File: src/rtl/rmw_atomic_engine.sv
module rmw_atomic_engine #(
  parameter int DW = 64,
  parameter int AW = 4,
  parameter int TW = 4,
  parameter int SW = 4
) (
  input  logic          clk,
  input  logic          rst_n,
  input  logic          in_valid,
  output logic          in_ready,
  input  logic [AW-1:0] in_addr,
  input  logic [2:0]    in_op,
  input  logic [DW-1:0] in_opa,
  input  logic [DW-1:0] in_opb,
  input  logic          in_fetch,
  input  logic [TW-1:0] in_tag,
  input  logic [SW-1:0] in_seq,
  input  logic          in_first,
  input  logic          in_last,
  output logic          rsp_valid,
  input  logic          rsp_ready,
  output logic [TW-1:0] rsp_tag,
  output logic [DW-1:0] rsp_data,
  output logic          rsp_cas_ok
);
  localparam int DEPTH = 1 << AW;
  localparam logic [2:0] OP_ADD = 3'd0;
  localparam logic [2:0] OP_AND = 3'd1;
  localparam logic [2:0] OP_OR  = 3'd2;
  localparam logic [2:0] OP_XOR = 3'd3;
  localparam logic [2:0] OP_CAS = 3'd4;

  typedef enum logic [1:0] {S_IDLE, S_EXEC, S_RSP} state_t;
  state_t state;

  logic [DW-1:0] mem [DEPTH];
  logic [AW-1:0] q_addr;
  logic [2:0]    q_op;
  logic [DW-1:0] q_opa, q_opb;
  logic          q_fetch, q_last, q_dup;
  logic [TW-1:0] q_tag;
  logic [SW-1:0] q_seq, done_seq;
  logic          done_seen;

  logic [DW-1:0] old_w, new_w;
  logic          cas_hit;

  assign in_ready  = (state == S_IDLE);
  assign rsp_valid = (state == S_RSP);
  assign old_w     = mem[q_addr];
  assign cas_hit   = (old_w == q_opa);

  always_comb begin
    case (q_op)
      OP_ADD:  new_w = old_w + q_opa;
      OP_AND:  new_w = old_w & q_opa;
      OP_OR:   new_w = old_w | q_opa;
      OP_XOR:  new_w = old_w ^ q_opa;
      OP_CAS:  new_w = cas_hit ? q_opb : old_w;
      default: new_w = old_w;
    endcase
  end

  always_ff @(posedge clk) begin
    if (!rst_n) begin
      state      <= S_IDLE;
      q_addr     <= '0;
      q_op       <= '0;
      q_opa      <= '0;
      q_opb      <= '0;
      q_fetch    <= 1'b0;
      q_last     <= 1'b0;
      q_dup      <= 1'b0;
      q_tag      <= '0;
      q_seq      <= '0;
      done_seq   <= '0;
      done_seen  <= 1'b0;
      rsp_tag    <= '0;
      rsp_data   <= '0;
      rsp_cas_ok <= 1'b0;
      for (int i = 0; i < DEPTH; i++) mem[i] <= '0;
    end else begin
      case (state)
        S_IDLE: if (in_valid) begin
          q_addr  <= in_addr;
          q_op    <= in_op;
          q_opa   <= in_opa;
          q_opb   <= in_opb;
          q_fetch <= in_fetch;
          q_last  <= in_last;
          q_tag   <= in_tag;
          q_seq   <= in_seq;
          if (in_first) q_dup <= done_seen && (in_seq == done_seq);
          state   <= S_EXEC;
        end
        S_EXEC: begin
          if (!q_dup) begin
            mem[q_addr] <= new_w;
            rsp_data    <= old_w;
            rsp_tag     <= q_tag;
            rsp_cas_ok  <= (q_op == OP_CAS) && cas_hit;
            if (q_last) begin
              done_seq  <= q_seq;
              done_seen <= 1'b1;
            end
          end
          state <= (q_fetch && !q_dup) ? S_RSP : S_IDLE;
        end
        S_RSP: if (rsp_ready) state <= S_IDLE;
        default: state <= S_IDLE;
      endcase
    end
  end

  a_r9_rsp_hold: assert property (@(posedge clk) disable iff (!rst_n)
    rsp_valid && !rsp_ready |=> rsp_valid && $stable(rsp_data) && $stable(rsp_tag) && $stable(rsp_cas_ok));

  a_r9_no_accept_while_rsp: assert property (@(posedge clk) disable iff (!rst_n)
    rsp_valid |-> !in_ready);

  a_r6_single_flight: assert property (@(posedge clk) disable iff (!rst_n)
    in_valid && in_ready |=> !in_ready);

  a_r8_dup_silent: assert property (@(posedge clk) disable iff (!rst_n)
    (state == S_EXEC) && q_dup |=> !rsp_valid);

  a_r3_cas_miss_keeps: assert property (@(posedge clk) disable iff (!rst_n)
    (state == S_EXEC) && (q_op == OP_CAS) && !cas_hit |=> mem[$past(q_addr)] == $past(old_w));

  a_r3_cas_ok_only_cas: assert property (@(posedge clk) disable iff (!rst_n)
    (state == S_EXEC) && !q_dup && (q_op != OP_CAS) |=> !rsp_cas_ok);
endmodule

File: config.mk
export PLATFORM = sky130hd
export DESIGN_NAME = rmw_atomic_engine
export DESIGN_NICKNAME = d
export VERILOG_FILES = /design/src/rtl/rmw_atomic_engine.sv
export SDC_FILE = /design/constraint.sdc
export NUM_CORES = 2
export LEC_CHECK = 0
export ABC_AREA = 1
export CORE_UTILIZATION = 60
export DETAILED_ROUTE_END_ITERATION = 10
export MAX_ROUTING_LAYER = met4
export PLACE_DENSITY = 0.9
export SLEW_MARGIN = 15
export SYNTH_ARGS = -nofsm -noshare
export SYNTH_HDL_FRONTEND = slang
export SYNTH_SLANG_ARGS = --single-unit
File: constraint.sdc
create_clock -name clk -period 9.2 [get_ports clk]
set_clock_uncertainty 0.1 [all_clocks]
set_input_delay 0.92 -clock clk [delete_from_list [all_inputs] [get_ports clk]]
set_output_delay 0.92 -clock clk [all_outputs]
set_load 0.05 [all_outputs]
==> impl_results.md <==
* Post-synth cell types at 47
* Failing checks: DRC
* Synthesis-stage register bit count at 1250
* Minimum clock period at 7.475 ns
* CP Depth at 22
* WP data required at 9.56 ns
* EDFF count, synth at 1024
* Final ANT Viol Nets at 0
* Hold-critical path endpoint: q_opb[19]$_SDFFE_PN0P_
* Kind of cell adding the most delay to the critical path: simple AND/OR/NAND/NOR gates
* Multi-input gate area at 23510 µm²
* Avg Cell Area, Syn at 8.748 µm²
* Initial DRC count at 9608
* Worst vdd ir at 0.2085 mV
* Post-Route WL at 223400 µm
* Leakage at 27.92 nW
* Initial antenna violation count at 1
* Post-synthesis async set-or-reset flop share at 0
* Vias in the first global route at 53427
* Yosys warns at 0
* Crit path launch type: flip-flop
* Clock power share at 0.336
* DR WL/cell at 25.58 µm
* Via count of the routed design at 55736
* Worst setup path category: reg -> reg
* Register area share after synthesis at 0.5508
* Setup TNS at 0 ns
* Num CTS Buffers at 119
* Worst-Margin Slew at 1.350 ns
* Width of the die at 328.7 µm
* Layout cells sized above 1 at 0.07968
* Core footprint at 105600 µm²
* FF-to-FF End: mem[12][14]$_SDFFCE_PN0P_
* Finished Cell Area at 69960 µm²
* Reg2Reg Depth at 22
* Depth of the worst hold-timing path at 2
* Gate Count Post-Synth at 7321
* Final-stage net count at 7516
* Max Slew Vio Count at 0
* Count of buffer and inverter cells on the critical path at 5
* Area Growth Syn to Fin at 9.233%
* Fill cells at 7901
* Int Power at 9.920 mW
* Pwr dens at 213.6 nW/µm²
* Post-synthesis cell area at 64050 µm²
* Number of port buffers at 220
* Final Cycle Share at 0.8125
* Cts repair resizes at 0
* RSZ-0062 raised after global routing: false
* Vias per Instance at 6.380
* Register area at 35290 µm²
* IO Count at 221
* Slowest stage delay, CP at 0.84 ns
* Fmax at 0.1338 GHz
* Status: finished, violations left
* Reg power frac at 0.434
* Commonest cells after routing, fill and taps aside: nor2_1, edfxtp_1, nand2_1
* Setup violators final at 0
* CTS tree: built
* Syn Nets at 7600
* Clock Latency Late Sink at 0.76 ns
* Cell row count at 119
* CTS Sinks at 1250
* H-tree Lvls at 3
* Post-CTS Setup Bufs at 0
* Die height at 328.7 µm
* DRT Pass-1 Iters at 11
* Starting Density at 0.6067
* Ys flop type: edfxtp_1
* Grt ovf at 0
* Clock Tree Buf Depth at 3
* Max cap viols at 0
* HP Start: q_opb[19]$_SDFFE_PN0P_
* Sw frac at 0.3361
* CP endpoint kind: flip-flop
* Cell area after placement at 66000 µm²
* Largest net degree at the start of global routing at 236
* FF-to-FF setup slack at 1.72 ns
* DRC viols at 18
* Root Driver: clkbuf_16
* CP cell instances: inv_8 -> buf_12 -> nor2_1 -> nor2_1 -> o21ai_0 -> o211ai_1 -> nand3_1 -> nand2_1 -> inv_2 -> ha_1 -> inv_1 -> nand4_1 -> nor2_1 -> nand2_1 -> nor2_1 -> nand2_1 -> nand2_4 -> inv_2 -> nand2_1 -> nand3_1 -> nand2_2 -> nor2_1
* Commonest non-fill, non-tap cell in the layout: nor2_1
* GRT Overall Usage at 0.4179
* DP HPWL at 132600 µm
* RePlAce Congestion at 1.045
* Max FO, Critical Path at 165
* Worst min path class: reg -> reg
* Switching Power at 5.021 mW
* Global-route wire length before repair at 324300 µm
* CTS Hold Buffers Added at 0
* Count of final hold-check violations at 0
* Die area at 108100 µm²
* Critical-path top delay cell: nand2_4
* CTS clk-pin slew, worst paths at 0.07 ns
* WP data arrival at 7.84 ns
* Cell mode on critical path: nor2_1
* Combinational power share at 0.230
* Worst slew margin at 0.09999
==> Yosys cell counts, types with 6 or more instances <==
master        n  share of area
nor2_1     1906           0.11
edfxtp_1   1024           0.48
nand2_1     950          0.056
o21ai_0     714          0.056
inv_1       622          0.036
o211ai_1    297          0.035
clkbuf_1    261          0.015
nand3_1     248          0.019
dfxtp_1     226          0.071
a21oi_1     194          0.015
ha_1        129          0.025
nor2_2      122          0.012
buf_6        91          0.016
buf_2        81         0.0063
inv_2        80         0.0047
nand2_2      70         0.0068
o22ai_1      47         0.0046
a211oi_1     42         0.0049
buf_4        35         0.0041
o21ai_1      33         0.0026
nand4_1      24         0.0023
o221ai_1     20         0.0027
buf_1        19         0.0011
nor3_1       15         0.0012
nand2_4      10         0.0018
a221oi_1      9         0.0012
o2111ai_1     7        0.00096
xor2_1        7        0.00096
nor4_1        6        0.00059
==> cell families after synthesis <==
family	after synthesis	share of synthesized area
DFF	1250	0.5508
buffers and inverters	1193	0.08469
AOI/OAI and AO/OA	1381	0.1253
and+or+nand+nor	3361	0.2131
xor gates and xnor gates	7	0.0009573
adders and majority gates	129	0.02520
==> routing by layer <==
layer | wire (µm) | GRT usage | up-vias
li1 | - | - | 24140
met1 | 75340 | 0.5114 | 25591
met2 | 96160 | 0.6108 | 4791
met3 | 32420 | 0.09389 | 1214
met4 | 19530 | 0.3020 | 0
met5 | 0 | - | -
==> worst register-to-register path, cell delays in order, from the launching register on <==
cell	delay, ns
dfxtp_4	0.61
inv_8	0.85
buf_12	0.44
nor2_1	0.13
nor2_1	0.12
o21ai_0	0.17
o211ai_1	0.22
nand3_1	0.16
nand2_1	0.24
inv_2	0.08
ha_1	0.39
inv_1	0.16
nand4_1	0.16
nor2_1	0.22
nand2_1	0.15
nor2_1	0.60
nand2_1	0.51
nand2_4	0.85
inv_2	0.36
nand2_1	0.16
nand3_1	0.11
nand2_2	0.29
nor2_1	0.11
==> per-stage QoR <==
| step | std cells | setup slack [ns] | power [mW] | hold WS, ns | util |
|---|---|---|---|---|---|
| CTS | 8733 | 2.144 | 14.75 | 0.3515 | 0.6626 |
| floorplan | 7321 | 5.456 | 8.889 | 0.3237 | - |
| global placement | 8507 | 2.449 | 9.792 | 0.3356 | 0.6252 |
| global route | 8734 | 1.609 | 15.30 | 0.3650 | 0.6627 |
| detailed placement | 8507 | 2.246 | 9.864 | 0.3421 | 0.6252 |
| finish | 8736 | 1.725 | 14.94 | 0.3516 | 0.6627 |
==> layout make-up <==
| cell class | instances | area share |
|---|---|---|
| multi-input combinational | 4878 | 0.3360 |
| sequential | 1250 | 0.5044 |
| inverter | 704 | 0.03797 |
| tap | 1391 | 0.02488 |
| antenna | 3 | 0.0001073 |
| clock inverter | 82 | 0.01150 |
| timing repair buffer | 284 | 0.04015 |
| clock buffer | 144 | 0.04494 |
==> registers in the layout, summed over array words and instances (netlist names), 2 cells and up, named ones only <==
signal and count:
q_addr 4, q_opa 64, q_seq 4, done_seq 4, q_tag 4, rsp_tag 4, mem 1024, rsp_data 64
state 2, q_op 3, q_opb 64
==> worst max-delay path by stage <==
stage,start,slack [ns],to
3_5_place_dp,flip-flop,2.25,mem[12][14]$_SDFFCE_PN0P_
5_1_grt,flip-flop,1.61,mem[2][13]$_SDFFCE_PN0P_
4_1_cts,flip-flop,2.14,mem[7][12]$_SDFFCE_PN0P_
2_1_floorplan,rst_n,5.46,mem[12][0]$_SDFFCE_PN0P_
3_3_place_gp,flip-flop,2.45,mem[14][14]$_SDFFCE_PN0P_
6_report,flip-flop,1.72,mem[12][14]$_SDFFCE_PN0P_
==> power groups by stage <==
stage	clock, mW	combinational, mW	sequential [mW]
final	5.02	3.44	6.48
after global routing	5.18	3.62	6.50
after CTS	4.98	3.30	6.48
after detailed placement	0	3.27	6.59
after global placement	0	3.21	6.58
after floorplan	0	2.26	6.63
Power figures use the tool's default switching activity.
